`config.mk`:
```
export PLATFORM = sky130hd
export DESIGN_NAME = ep_handshake_ctrl
export DESIGN_NICKNAME = d
export VERILOG_FILES = /design/src/rtl/ep_hs_pkg.sv /design/src/rtl/ep_hs_slot.sv /design/src/rtl/ep_hs_irq.sv /design/src/rtl/ep_handshake_ctrl.sv
export SDC_FILE = /design/constraint.sdc
export NUM_CORES = 1
export LEC_CHECK = 0
export BUFFER_PORTS_ARGS = -buffer_cell sky130_fd_sc_hd__buf_4
export CAP_MARGIN = 5
export CORE_MARGIN = 10
export CORE_UTILIZATION = 57
export DETAILED_ROUTE_END_ITERATION = 8
export PLACE_DENSITY_LB_ADDON = 0.12
export SLEW_MARGIN = 0
export SYNTH_ARGS = -nofsm -noshare
export SYNTH_HDL_FRONTEND = slang
export SYNTH_SLANG_ARGS = --single-unit
export TNS_END_PERCENT = 20
```
`constraint.sdc`:
```
create_clock -name clk -period 1.67 [get_ports clk]
set_input_delay 0.2505 -clock clk [delete_from_list [all_inputs] [get_ports clk]]
set_output_delay 0.2505 -clock clk [all_outputs]
set_load 0.02 [all_outputs]
```
`src/rtl/ep_hs_pkg.sv`:
```
package ep_hs_pkg;
   typedef enum logic [1:0] {
      EPK_CTRL = 2'd0,
      EPK_ISO  = 2'd1,
      EPK_BULK = 2'd2,
      EPK_INTR = 2'd3
   } ep_kind_e;
endpackage

```
`src/rtl/ep_hs_slot.sv`:
```
module ep_hs_slot
   import ep_hs_pkg::*;
#(
   parameter ep_kind_e RST_KIND = EPK_CTRL
)(
   input  logic     clk,
   input  logic     rst_n,
   input  logic     sel_hit,
   input  logic     evt_hit,
   input  logic     type_we,
   input  ep_kind_e type_wdata,
   input  logic     stall_set,
   input  logic     stall_clr,
   input  logic     sent_clr,
   input  logic     ep_rst,
   input  logic     evt_setup,
   input  logic     evt_data_ok,
   input  logic     evt_data1,
   input  logic     evt_stall_sent,
   output logic     req_o,
   output logic     sent_o,
   output logic     tog_o,
   output ep_kind_e kind_o
);
   ep_kind_e kind_q, kind_d;
   logic     req_q, req_d;
   logic     sent_q, sent_d;
   logic     tog_q, tog_d;
   logic     is_iso, is_ctrl, setup_hit;

   assign is_iso    = (kind_q == EPK_ISO);
   assign is_ctrl   = (kind_q == EPK_CTRL);
   assign setup_hit = evt_hit & evt_setup & is_ctrl;

   always_comb begin
      kind_d = kind_q;
      if (sel_hit && type_we) kind_d = type_wdata;
   end

   // stall request: SETUP beats firmware, clear beats set
   always_comb begin
      req_d = req_q;
      if (setup_hit)                             req_d = 1'b0;
      else if (sel_hit && stall_clr)             req_d = 1'b0;
      else if (sel_hit && stall_set && !is_iso)  req_d = 1'b1;
      if (sel_hit && type_we && type_wdata == EPK_ISO) req_d = 1'b0;
   end

   // sent flag: a new STALL beats the firmware clear
   always_comb begin
      sent_d = sent_q;
      if (evt_hit && evt_stall_sent && !is_iso) sent_d = 1'b1;
      else if (sel_hit && sent_clr)              sent_d = 1'b0;
   end

   // toggle: endpoint reset beats a data event; DATA0 sets, DATA1 clears
   always_comb begin
      tog_d = tog_q;
      if (ep_rst)                                tog_d = 1'b0;
      else if (evt_hit && evt_data_ok && !is_iso) tog_d = ~evt_data1;
   end

   always_ff @(posedge clk) begin
      if (!rst_n) begin
         kind_q <= RST_KIND;
         req_q  <= 1'b0;
         sent_q <= 1'b0;
         tog_q  <= 1'b0;
      end else begin
         kind_q <= kind_d;
         req_q  <= req_d;
         sent_q <= sent_d;
         tog_q  <= tog_d;
      end
   end

   assign req_o  = req_q;
   assign sent_o = sent_q;
   assign tog_o  = tog_q;
   assign kind_o = kind_q;

   assert_iso_no_req_R4: assert property (@(posedge clk) disable iff (!rst_n)
      (kind_q == EPK_ISO) |-> !req_q);

   assert_setup_drops_req_R6: assert property (@(posedge clk) disable iff (!rst_n)
      (evt_hit && evt_setup && kind_q == EPK_CTRL) |=> !req_q);

   assert_sent_sets_R7: assert property (@(posedge clk) disable iff (!rst_n)
      (evt_hit && evt_stall_sent && kind_q != EPK_ISO) |=> sent_q);

   assert_sent_sticky_R7: assert property (@(posedge clk) disable iff (!rst_n)
      (sent_q && !(sel_hit && sent_clr)) |=> sent_q);

   assert_data0_sets_R9: assert property (@(posedge clk) disable iff (!rst_n)
      (evt_hit && evt_data_ok && !evt_data1 && kind_q != EPK_ISO && !ep_rst) |=> tog_q);

   assert_eprst_clears_R10: assert property (@(posedge clk) disable iff (!rst_n)
      ep_rst |=> !tog_q);

   assert_eprst_keeps_req_R10: assert property (@(posedge clk) disable iff (!rst_n)
      (ep_rst && !sel_hit && !evt_hit) |=> ($stable(req_q) && $stable(sent_q)));
endmodule

```
`src/rtl/ep_hs_irq.sv`:
```
module ep_hs_irq #(
   parameter int N       = 7,
   parameter bit IRQ_REG = 1'b0
)(
   input  logic         clk,
   input  logic         rst_n,
   input  logic         en,
   input  logic [N-1:0] flags,
   output logic         irq_o
);
   logic any_w;
   assign any_w = en & (|flags);

   generate
      if (IRQ_REG) begin : g_reg
         logic irq_q;
         always_ff @(posedge clk) begin
            if (!rst_n) irq_q <= 1'b0;
            else        irq_q <= any_w;
         end
         assign irq_o = irq_q;
         assert_irq_follows_R8: assert property (@(posedge clk) disable iff (!rst_n)
            irq_o == $past(any_w));
      end else begin : g_comb
         assign irq_o = any_w;
         assert_irq_gated_R8: assert property (@(posedge clk) disable iff (!rst_n)
            irq_o |-> (en && flags != '0));
      end
   endgenerate
endmodule

```
`src/rtl/ep_handshake_ctrl.sv`:
```
module ep_handshake_ctrl
   import ep_hs_pkg::*;
#(
   parameter int NUM_EP  = 7,
   parameter int EP_W    = 3,
   parameter bit IRQ_REG = 1'b0
)(
   input  logic              clk,
   input  logic              rst_n,
   input  logic              int_en_i,
   input  logic              num_we_i,
   input  logic [EP_W-1:0]   num_wdata_i,
   output logic [EP_W-1:0]   num_q_o,
   input  logic              type_we_i,
   input  logic [1:0]        type_wdata_i,
   input  logic              stall_set_i,
   input  logic              stall_clr_i,
   input  logic              sent_clr_i,
   input  logic [NUM_EP-1:0] ep_rst_mask_i,
   input  logic [EP_W-1:0]   evt_ep_i,
   input  logic              evt_setup_i,
   input  logic              evt_data_ok_i,
   input  logic              evt_data1_i,
   input  logic              evt_stall_sent_i,
   output logic              stall_resp_o,
   output logic              sel_stall_req_o,
   output logic              sel_sent_o,
   output logic              sel_toggle_o,
   output logic [1:0]        sel_type_o,
   output logic              irq_o
);
   localparam int EP_SPAN = 1 << EP_W;

   generate
      if (NUM_EP < 1 || NUM_EP > EP_SPAN) begin : g_bad_cfg
         $error("ep_handshake_ctrl: NUM_EP does not fit in EP_W bits");
      end
   endgenerate

   logic [EP_W-1:0]   num_q;
   logic [NUM_EP-1:0] req_v, sent_v, tog_v;
   ep_kind_e          kind_v [NUM_EP];

   always_ff @(posedge clk) begin
      if (!rst_n)        num_q <= '0;
      else if (num_we_i) num_q <= num_wdata_i;
   end
   assign num_q_o = num_q;

   generate
      for (genvar i = 0; i < NUM_EP; i++) begin : g_ep
         ep_hs_slot #(.RST_KIND(EPK_CTRL)) u_slot (
            .clk            (clk),
            .rst_n          (rst_n),
            .sel_hit        (num_q == EP_W'(i)),
            .evt_hit        (evt_ep_i == EP_W'(i)),
            .type_we        (type_we_i),
            .type_wdata     (ep_kind_e'(type_wdata_i)),
            .stall_set      (stall_set_i),
            .stall_clr      (stall_clr_i),
            .sent_clr       (sent_clr_i),
            .ep_rst         (ep_rst_mask_i[i]),
            .evt_setup      (evt_setup_i),
            .evt_data_ok    (evt_data_ok_i),
            .evt_data1      (evt_data1_i),
            .evt_stall_sent (evt_stall_sent_i),
            .req_o          (req_v[i]),
            .sent_o         (sent_v[i]),
            .tog_o          (tog_v[i]),
            .kind_o         (kind_v[i])
         );
      end
   endgenerate

   always_comb begin
      sel_stall_req_o = 1'b0;
      sel_sent_o      = 1'b0;
      sel_toggle_o    = 1'b0;
      sel_type_o      = 2'd0;
      for (int i = 0; i < NUM_EP; i++) begin
         if (num_q == EP_W'(i)) begin
            sel_stall_req_o = req_v[i];
            sel_sent_o      = sent_v[i];
            sel_toggle_o    = tog_v[i];
            sel_type_o      = kind_v[i];
         end
      end
   end

   always_comb begin
      stall_resp_o = 1'b0;
      for (int i = 0; i < NUM_EP; i++) begin
         if (evt_ep_i == EP_W'(i)) begin
            stall_resp_o = req_v[i] && (kind_v[i] != EPK_ISO) &&
                           !(evt_setup_i && kind_v[i] == EPK_CTRL);
         end
      end
   end

   ep_hs_irq #(.N(NUM_EP), .IRQ_REG(IRQ_REG)) u_irq (
      .clk   (clk),
      .rst_n (rst_n),
      .en    (int_en_i),
      .flags (sent_v),
      .irq_o (irq_o)
   );

   assert_resp_needs_req_R5: assert property (@(posedge clk) disable iff (!rst_n)
      stall_resp_o |-> !evt_setup_i || (sel_type_o != 2'd0) || (num_q != evt_ep_i));

   assert_oor_select_quiet_R2: assert property (@(posedge clk) disable iff (!rst_n)
      (32'(num_q) >= NUM_EP) |-> !(sel_stall_req_o || sel_sent_o || sel_toggle_o));
endmodule

```
## After elaboration in Yosys (flattened, before gate mapping)

Cells that the tools add are included.

| operators by class | value |
|---|---|
| equality and inequality tests | 27 |
| muxes and demuxes | 49 |
| bitwise gates (word level) | 17 |
| reductions and logical operators | 136 |

Operators by type and width:

| cell | count |
|---|---|
| logical AND 1 bit | 91 |
| 2-to-1 mux 1 bit | 42 |
| OR reduction 4 bit | 7 |
| == test 3 bit, second input constant | 6 |
| == test 2 x 1 -> 1 bit, second input constant | 8 |
| bitwise AND 1 bit | 15 |
| logical NOT 1 bit | 14 |
| logical NOT 2 bit | 7 |
| 2-to-1 mux 2 bit | 7 |
| != test 2 x 1 -> 1 bit, second input constant | 7 |
| nonzero test 2 bit | 7 |
| OR reduction 2 bit | 7 |
| == test 3 x 2 -> 1 bit, second input constant | 4 |
| OR reduction 7 bit | 1 |
| == test 3 x 1 -> 1 bit, second input constant | 2 |
| logical NOT 3 bit | 2 |
| NOT 1 bit | 2 |

| storage, ports and cells | value |
|---|---|
| register bits after elaboration | 38 |
| input bits | 27 |
| output and inout port bits | 10 |
| word-level logic and storage cells | 258 |

## Logic depth before layout (Yosys ltp)

Gate-level depths: netlist of the first run.

| depth | value |
|---|---|
| word-level depth | 11 |
| depth in mapped cells | 7 |
| mapped depth without buffers | 4 |

## Modules after synthesis

Synthesis of the first run repeated with hierarchy kept, for this count alone.

| second synthesis, totals | value |
|---|---|
| cells, all modules | 279 |
| area, all modules | 2383.5 um^2 |

Modules (own cells, without submodules):

| module | times used | cells an instance | area each (um^2) | seq. area each (um^2) |
|---|---|---|---|---|
| ep_hs_slot | 7 | 25 | 231.5 | 100.1 |
| ep_handshake_ctrl | 1 | 101 | 738.2 | 60.1 |
| ep_hs_irq | 1 | 3 | 25.0 | 0.0 |

## Least setup slack after synthesis of the first run

No wires, ideal clock.

| timing | value |
|---|---|
| path type | reg-to-output |
| start | register num_q[0] (netlist: num_q_o[0]) |
| end | output sel_toggle_o |
| data arrival time | 1.540 ns |
| required time | 1.419 ns |
| setup slack | -0.120 ns |
| cell stages (with the launch flop) | 6 |
| path through | dfxtp_1 buf_6 mux4_2 nor2b_1 nor3_2 nor2_1 |

| between the ends | value |
|---|---|
| cells in the longest elaborated chain, start to end | 8 |

Ends and longest elaborated chain:

| item | RTL line | source |
|---|---|---|
| start: declaration | ep_handshake_ctrl.sv:40 | `logic [EP_W-1:0] num_q;` |
| start signal: assignment | ep_handshake_ctrl.sv:46 | `else if (num_we_i) num_q <= num_wdata_i;` |
| logical NOT 3 bit | ep_handshake_ctrl.sv:81 | `if (num_q == EP_W'(i)) begin` |
| 2-to-1 mux 1 bit (6 in a row) | ep_handshake_ctrl.sv:81 |  |
| 2-to-1 mux 1 bit * | ep_handshake_ctrl.sv:81 |  |
| end: declaration | ep_handshake_ctrl.sv:28 | `output logic sel_toggle_o,` |

Every way passes the cells marked *; elsewhere a longest branch is shown, timed or not.

## Worst setup path in the final report of the first run

| timing | value |
|---|---|
| start | register num_q[0] (netlist: num_q_o[0]) |
| end | output sel_sent_o |

| between the ends | value |
|---|---|
| cells in the longest elaborated chain, start to end | 8 |

Ends and longest elaborated chain:

| item | RTL line | source |
|---|---|---|
| logical NOT 3 bit | ep_handshake_ctrl.sv:81 |  |
| 2-to-1 mux 1 bit (6 in a row) | ep_handshake_ctrl.sv:81 |  |
| 2-to-1 mux 1 bit * | ep_handshake_ctrl.sv:81 |  |
| end: declaration | ep_handshake_ctrl.sv:27 | `output logic sel_sent_o,` |

Marked as above.

==> results.md, run 1 <==
* Status: complete, but fails checks
* Violated checks: setup timing
* Setup WS post-layout at -0.277 ns
* GRT Overall Usage at 0.197
* CTS tree: yes
* Power share of the clock group at 0.314
* Fin crit share at 1.17
* Measured slew at the worst slew-check pin at 0.385 ns
* Endpoints failing setup at 6
* Drt wl/cell at between 15 and 20 µm
* DRC viols at 0
* Register area share after synthesis at 0.323
* Top delay family on crit path: multiplexers
* PD cells at 685 nW/µm²
* Drt total wl at between 7000 and 8000 µm
* Critical path arrival at 1.70 ns
* HP Class: primary input to flop
* Critical Path RT at 1.42 ns
* Final Skew at ~0.006 ns
* Num rows at 23
* Vias in the first global route at approximately 2400
* Synthesized Nets at just over 300
* Warnings, synthesis at 0
* Initial antenna violation count at 0
* Top post-synthesis cells by area: dfxtp_1 (32%), nor2b_1 (6.4%), nand2_1 (5.7%)
* Hold worst-path end: g_ep[6].u_slot.tog_o
* Hold Slack at roughly 0.11 ns
* Maximum root-to-sink buffer count at 2
* NetSw at ~0.58 mW
* Final ANT Viol Nets at 0
* Worst slew margin at 0.742
* Synth unique cells at 49
* Combinational share of power at 0.214
* Die area at approximately 7000 µm²
* Vias after detailed routing at approximately 2400
* Max FO, Critical Path at 6
* Crit-path slowest cell: mux4_2
* Final Max Slew Viols at 0
* Synthesized area per cell at 8.41 µm²
* Pin count of the biggest net entering global routing at 39
* Total CTS buffers at 5
* TritonRoute pass-1 iters at 5
* Worst reg2reg startpoint: num_q_o[0]
* IO buf count at 36
* Starting Density at 0.589
* Die H at ~84 µm
* Max Cap Violations at 0
* Worst-case reg-to-reg path depth at 5
* Clock Latency Late Sink at about 0.29 ns
* Compound-cell area share of the yosys netlist at 0.218
* Synth Area in XOR/XNOR at 0
* Root Buffer: clkbuf_8
* Synth area leader: dfxtp_1
* Period minus WS final at 1.95 ns
* DP Worst Slack at -0.0984 ns
* Hold depth at 2
* Hold_sp: ep_rst_mask_i[6]
* Worst IR Drop VDD at 0.000489 V
* Switching share of power at 0.284
* Placed Cells incl. Taps at around 380
* Commonest non-fill, non-tap cell in the layout: buf_4
* Total gr overflow at 0
* Ports at 37
* Width of the chip at between 80 and 90 µm
* Number of nets in the layout at 361
* Vias/cell at roughly 6.3
* Pleak at approximately 1.1 nW
* Crit start category: flop
* Ant. Diodes at 0
* Post-Synth Simple-Gate Area at 0.326
* CTS hold repair buffers at 0
* 1st-iter DRT viols at roughly 190
* Post-synth EDFFs at 0
* CP max stage delay at about 0.51 ns
* Worst reg-to-reg setup slack at ~0.20 ns
* Internal power at roughly 1.5 mW
* Main flop type after synthesis: dfxtp_1
* Fin cells at around 380
* Clock Pin Slew Worst Setup and Hold Paths at about 0.070 ns
* Clk sinks at 38
* Ratio of cells with drive above 1 in the final layout at 0.333
* Final hold violation count at 0
* Fmax at just over 500 MHz
* Mux cell area share after synthesis at 0.0797
* H-tree depth at 2
* Post-CTS Setup Bufs at 0
* First-pass GRT wire length at around 12000 µm
* Combinational family with the most area after synthesis: simple AND/OR/NAND/NOR gates
* CP Class: flop to output pin
* Area Growth Syn to Fin at 26.4%
* Ys async rst share at 0
* Syn Inst Count at 280
* Core box area at 4000 µm²
* Yosys top cell area share at 0.323
* Adder-cell share of the synthesized area at 0
* Dpl hpwl at roughly 5400 µm
* Synth Register Bits at 38
* Routability congestion estimate at 0.918
* Sequential power share at 0.473
* Setup crit end kind: output pin
* Mapped cell area at around 2400 µm²
* Setup_tns at -1.27 ns
* RSZ-0062 raised after global routing: true
* CP bufs+invs at 1
* Leading cell types in the layout, fill and taps excluded: buf_4 (67), nand2_1 (35), dfxtp_1 (32), nor2b_1 (22)
* Reg2reg end: g_ep[5].u_slot.req_o
* Ordered cell list for the critical path: mux4_2, nor2b_4, nor3_2, nor2_1, buf_4
==> worst register-to-register path, delay by kind of cell (launching register included) <==
kind,cells,cell delay (ns)
flip-flops,1,0.40
AND/OR/NAND/NOR,1,0.31
buffers and inverters,2,0.38
AO/OA/AOI/OAI,2,0.30
==> stage by stage <==
stage / area, µm² / total power [mW] / utilization
floorplan: 2360 / 1.22 / -
global placement: 2830 / 1.39 / 0.706
detailed placement: 2830 / 1.40 / 0.706
CTS: 2930 / 2.02 / 0.731
global route: 2980 / 2.11 / 0.745
finish: 2980 / 2.04 / 0.745
==> registers in the layout, summed over array words and instances, names as in the netlist <==
signal	cells
g_ep.u_slot.tog_o	7
g_ep.u_slot.req_o	7
num_q_o	3
g_ep.u_slot.sent_o	7
g_ep.u_slot.kind_o	14
==> area by class of cell <==
| cell class | count | area, µm² |
|---|---|---|
| clock buffer | 6 | 82.6 |
| fill | 316 | 1020 |
| inverter | 2 | 7.51 |
| multi-input combinational | 218 | 1530 |
| sequential | 38 | 773 |
| tap | 50 | 62.6 |
| timing repair buffer | 69 | 526 |
==> worst max path at each step <==
stage | start | end | cells past startpoint
6_report | num_q_o[0] | sel_sent_o | 5
5_1_grt | num_q_o[0] | sel_toggle_o | 5
4_1_cts | num_q_o[0] | sel_stall_req_o | 5
3_5_place_dp | num_q_o[0] | sel_stall_req_o | 5
3_3_place_gp | num_q_o[0] | sel_stall_req_o | 5
2_1_floorplan | evt_ep_i[2] | stall_resp_o | 5
==> repair_timing <==
action	in CTS	in global routing
resized for setup	12	14
endpoints found under the setup margin	6	6
pin swaps	6	3
==> cell families after synthesis <==
logic type             after synthesis
and+or+nand+nor                    132
AOI/OAI and AO/OA                   73
DFF                                 38
buffers and inverters               24
muxes                               13
==> cells in the mapped netlist, types with 4 or more instances <==
cell type,number
nor2b_1,24
a31oi_1,5
dfxtp_1,38
mux2i_1,9
o21ai_0,7
nor2_1,14
nand2_1,36
nand2b_1,6
o41ai_1,7
a21boi_0,16
nor3b_2,4
o22ai_1,5
nor3_1,5
nand4_1,4
a22oi_1,5
a211oi_1,6
buf_2,8
nand3_1,16
a21oi_1,11
clkbuf_1,8
==> power by group through the flow <==
| stage | Combinational, mW | Clock [mW] | Sequential, mW |
|---|---|---|---|
| after floorplan | 0.242 | 0 | 0.974 |
| after global placement | 0.410 | 0 | 0.982 |
| after detailed placement | 0.415 | 0 | 0.982 |
| after CTS | 0.419 | 0.641 | 0.962 |
| after global routing | 0.472 | 0.676 | 0.967 |
| final | 0.436 | 0.640 | 0.964 |
==> layer usage <==
metal / track usage / wire (µm) / up-vias
met1: 0.247 / 3160 / 1168
met5: 0 / 0 / -
met3: 0.0512 / 543 / 12
met2: 0.318 / 3380 / 107
li1: - / - / 1138
met4: 0.0700 / 97 / 0
Note: power is estimated with default switching activity, not from simulation.
==> inputs of run 2 (changes only) <==
clock period = 2.02 ns   (was 1.67 ns; I/O delays follow)
==> run 2 against run 1 <==
The run now ends clean. Clock-buffer cell count increased by 1. Sequential share of layout area increased by 1.3 points. Global-route usage decreased by 1.4 points. Power decreased by 18%. Cell count decreased by 4.7%. Worst setup slack improved by 0.28 ns. Largest power group unchanged.
==> results.md, run 2 (synthesis gave the netlist of run 1 again) <==
* Status: completed
* Total gr overflow at 0
* Drt wl/cell at ~18 µm
* RSZ-0062 raised after global routing: true
* Num rows at 23
* Clock Pin Slew Worst Setup and Hold Paths at 0.07 ns
* Hold depth at 2
* Pleak at about 1.0 nW
* Initial antenna violation count at 0
* Total power at approximately 1.7 mW
* Period minus WS final at between 2 and 2.5 ns
* Setup crit end kind: output pin
* Core box area at approximately 4000 µm²
* IO buf count at 36
* Ant. Diodes at 0
* Critical path arrival at roughly 1.7 ns
* Final Skew at about 0.0022 ns
* Vias in the first global route at between 2000 and 2500
* Drt total wl at around 6600 µm
* Fmax at ~500 MHz
* Vias/cell at around 6.3
* Final ANT Viol Nets at 0
* CP Class: flop to output pin
* Final Max Slew Viols at 0
* Commonest non-fill, non-tap cell in the layout: buf_4
* Crit path launch: num_q_o[0]
* Worst IR Drop VDD at between 0.0004 and 0.0005 V
* Die H at ~84 µm
* Critical Path RT at 1.72 ns
* Worst-case reg-to-reg path depth at 5
* Setup_tns at 0 ns
* Routability congestion estimate at between 1 and 1.5
* Crit start category: flop
* CTS tree: yes
* Dpl hpwl at around 4900 µm
* Fin cells at 365
* Fin crit share at 0.997
* Pin count of the biggest net entering global routing at 39
* Number of nets in the layout at roughly 340
* Clock Latency Late Sink at between 0.2 and 0.3 ns
* Ratio of cells with drive above 1 in the final layout at 0.254
* HP Class: primary input to flop
* Starting Density at 0.589
* PD cells at around 590 nW/µm²
* Measured slew at the worst slew-check pin at about 0.61 ns
* Total CTS buffers at 5
* Clk sinks at 38
* GRT Overall Usage at 0.183
* Ports at 37
* Width of the chip at approximately 84 µm
* Root Buffer: clkbuf_8
* Die area at between 7000 and 8000 µm²
* Maximum root-to-sink buffer count at 2
* Placed Cells incl. Taps at around 350
* Worst reg2reg startpoint: num_q_o[1]
* Worst slew margin at 0.595
* Max Cap Violations at 0
* Critical path endpoint: sel_stall_req_o
* Max FO, Critical Path at 8
* TritonRoute pass-1 iters at 4
* Worst reg-to-reg setup slack at 0.49 ns
* H-tree depth at 2
* First-pass GRT wire length at about 11000 µm
* Area Growth Syn to Fin at 19.6%
* Endpoints failing setup at 0
* Vias after detailed routing at ~2300
* DRC viols at 0
* Reg2reg end: g_ep[1].u_slot.req_o
* 1st-iter DRT viols at a little under 200
* Final hold violation count at 0
* Max reg flops at 14
* Leading cell types in the layout, fill and taps excluded: buf_4 (47), nand2_1 (36), dfxtp_1 (35), nor2b_1 (21)
run 2: cell types whose count changed in the layout (fill, tap and decap cells not counted), moves of 3 or more:
cell,delta
buf_4,-20
dfxtp_1,+3
dfxtp_2,-3
nor2_1,+3
nor2_2,-3
run 2: per-layer routing:
layer  global-route usage  wire length, µm  vias up
met1                0.242             2960     1089
met5                    0                0        -
met3               0.0464              530        8
met2                0.282             3020       95
li1                     -                -     1096
met4               0.0609               96        0
run 2: repair_timing:
action                     CTS  global route
gates cloned                 0             1
setup buffers                0             4
pin swaps                    4             3
gates resized for setup      5             8
setup endpoints to repair    5             6
hold buffers                 0             0
run 2: layout make-up:
class,count,area [µm²]
well taps,50,62.6
repair buffers,49,398
clock inverters,1,5.00
clock buffers,7,86.3
multi-input cells,218,1490
fillers,340,1180
flip-flops and latches,38,769
inverters,2,7.51
run 2: stage by stage:
stage	hold WS, ns	util	setup slack [ns]	area (µm²)
floorplan	0.379	-	0.177	2360
global placement	0.463	0.661	0.112	2640
detailed placement	0.467	0.661	0.0744	2640
CTS	0.161	0.683	-0.0206	2730
global route	0.156	0.705	-0.0484	2820
finish	0.167	0.705	0.00531	2820
run 2: how the worst min path moves through the flow:
stage                startpoint  slack [ns]                    to
3_3_place_gp   ep_rst_mask_i[1]        0.46  g_ep[1].u_slot.tog_o
2_1_floorplan  ep_rst_mask_i[1]        0.38  g_ep[1].u_slot.tog_o
5_1_grt        ep_rst_mask_i[3]        0.16  g_ep[3].u_slot.tog_o
6_report       ep_rst_mask_i[3]        0.17  g_ep[3].u_slot.tog_o
4_1_cts        ep_rst_mask_i[3]        0.16  g_ep[3].u_slot.tog_o
3_5_place_dp   ep_rst_mask_i[3]        0.47  g_ep[3].u_slot.tog_o
run 2: report_power, final:
part / switching, mW / total (mW) / internal [mW]
Sequential: 0.0268 / 0.796 / 0.769
Clock: 0.268 / 0.544 / 0.276
Combinational: 0.175 / 0.333 / 0.158
Total: 0.470 / 1.67 / 1.20
run 2: worst max-delay path, stage by stage (launching register included):
cell	delay, ns
dfxtp_4	0.41
mux4_2	0.52
nor2b_4	0.14
nor3_2	0.14
nor2_1	0.05
buf_4	0.15
==> inputs of run 3 (changes only) <==
SYNTH_HIERARCHICAL = 1   (was unset)
==> run 3 against run 2 <==
Clock skew rose by 0.0023 ns. Highest routed layer unchanged. Clock power barely moved. Worst hold slack improved by 0.11 ns.
==> results.md, run 3 <==
* Status: completed
* IO buf count at 36
* M2 GR Usage at 0.286
* Ant. Diodes at 0
* GRT Overall Usage at 0.187
* Total CTS buffers at 5
* CTS hold repair buffers at 0
* Width of the chip at ~85 µm
* Multi-input logic area at roughly 1600 µm²
* Initial antenna violation count at 0
* Global route hottest layer: met2
* Setup crit end kind: output pin
* Ordered cell list for the critical path: nand3b_1, nand4_1, o21ai_1, a21oi_1, buf_4
* Ports at 37
* Synth Register Bits at 38
* Setup_tns at 0 ns
* Crit start category: flop
* Commonest non-fill, non-tap cell in the layout: buf_4
* CP max stage delay at about 0.34 ns
* Die H at approximately 85 µm
* TritonRoute pass-1 iters at 5
* Syn Inst Count at between 200 and 300
* Leading cell types in the layout, fill and taps excluded: buf_4 (44), nand2_1 (36), dfxtp_1 (35), a31oi_1 (15)
* Critical Path RT at approximately 1.7 ns
* Ys async rst share at 0
* Clock Latency Late Sink at roughly 0.29 ns
* CTS tree: yes
* Worst IR Drop VDD at between 0.0003 and 0.0004 V
* Dpl hpwl at 5050 µm
* H-tree depth at 2
* Num rows at 23
* Placed Cells incl. Taps at approximately 370
* Vias/cell at 6.46
* Ratio of cells with drive above 1 in the final layout at 0.278
* Worst slew margin at 0.713
* Max reg flops at 14
* Max Cap Violations at 0
* Main flop type after synthesis: dfxtp_1
* Clock Pin Slew Worst Setup and Hold Paths at approximately 0.08 ns
* Fill count at ~340
* Period minus WS final at between 1.5 and 2 ns
* Synthesized area per cell at 8.54 µm²
* Drt total wl at a little under 7000 µm
* DP Worst Slack at approximately 0.33 ns
* Final Skew at approximately 0.0044 ns
* Clk sinks at 38
* Final ANT Viol Nets at 0
* Final hold violation count at 0
* Die area at between 7000 and 8000 µm²
* Pin count of the biggest net entering global routing at 39
* HP Class: primary input to flop
* Maximum root-to-sink buffer count at 2
* Critical path arrival at around 1.7 ns
* Setup WS post-layout at approximately 0.07 ns
* Total gr overflow at 0
* RSZ-0062 raised after global routing: true
* Synthesized Nets at 306
* First-pass GRT wire length at ~11000 µm
* Pleak at a little over 1 nW
* Starting Density at 0.592
* Warnings, synthesis at 6
* Register area share after synthesis at 0.319
* PD cells at between 500 and 600 nW/µm²
* Crit-path slowest cell: dfxtp_2
* Vias after detailed routing at 2436
* Number of nets in the layout at 353
* Drt wl/cell at 18.4 µm
* Synth area leader: dfxtp_1
* Measured slew at the worst slew-check pin at between 0.4 and 0.5 ns
* Routing usage on met1 at 0.247
* Final Max Slew Viols at 0
* Endpoints failing setup at 0
* Top post-synthesis cells by area: dfxtp_1 (32%), nand2_1 (5.7%), a21boi_0 (4.4%)
* Max FO, Critical Path at 6
* Met3 usage at 0.0464
* Worst reg-to-reg setup slack at 0.52 ns
* Hold Slack at roughly 0.28 ns
* Area Growth Syn to Fin at 21.2%
* Routability congestion estimate at about 0.96
* Post-synth EDFFs at 0
* Fin crit share at 0.965
* Synth top cells by count: dfxtp_1 (38), nand2_1 (36), a31oi_1 (15)
* Most frequent cell after synthesis: dfxtp_1
* Total power at approximately 1.7 mW
* DRC viols at 0
* Mapped cell area at approximately 2400 µm²
* Core box area at approximately 4000 µm²
* Fin cells at between 300 and 400
* Fmax at between 500 and 600 MHz
* Root Buffer: clkbuf_8
* CP Class: flop to output pin
* Yosys top cell area share at 0.319
* Synth unique cells at 42
* Reg area at 764 µm²
* 1st-iter DRT viols at about 290
* Vias in the first global route at around 2200
[run 3: timing repair]
action	CTS	global route
gates resized for setup	0	13
endpoints found under the hold margin	0	0
setup buffers	0	1
setup endpoints to repair	0	5
[run 3: worst max-delay path: cells and delay by family (launching register included)]
kind	cells	cell delay, ns
buffers and inverters	1	0.19
AO/OA/AOI/OAI	2	0.30
flip-flops	1	0.34
AND/OR/NAND/NOR	2	0.53
[run 3: logic make-up after synthesis]
family / Yosys count / share of synthesized area
AND/OR/NAND/NOR: 132 / 0.356
flip-flops: 38 / 0.319
multiplexers: 8 / 0.0336
AO/OA/AOI/OAI: 83 / 0.256
buffers and inverters: 18 / 0.0346
[run 3: where the power goes]
part	internal [mW]	switching (mW)	total, mW
clock network	0.275	0.265	0.541
logic	0.152	0.185	0.337
registers	0.771	0.0220	0.793
[run 3: per-layer routing]
layer / part of all wire / routed length (µm) / vias to the layer above
met2: 0.46 / 3180 / 124
met1: 0.43 / 2990 / 1115
met4: 0.023 / 157 / 0
li1: - / - / 1179
met5: 0 / 0 / -
met3: 0.088 / 609 / 18
[run 3: final cells by class]
cell class	count	area share
Clock inverter	1	0.00173
Multi-Input combinational cell	223	0.539
Inverter	10	0.0130
Timing Repair Buffer	48	0.130
Clock buffer	7	0.0299
Sequential cell	38	0.265
Tap cell	50	0.0217
[run 3: final timing paths]
check	from	end	cells after the start
max	num_q_o[1]	sel_type_o[0]	5
min	num_wdata_i[2]	num_q_o[2]	3
max reg2reg	num_q_o[1]	g_ep[1].u_slot/req_o	5
min reg2reg	g_ep[5].u_slot/kind_o[1]	g_ep[5].u_slot/kind_o[1]	2
[run 3: through the flow]
step	util	area, µm²
global route	0.717	2890
detailed placement	0.684	2750
CTS	0.706	2850
floorplan	-	2380
finish	0.717	2890
global placement	0.684	2750
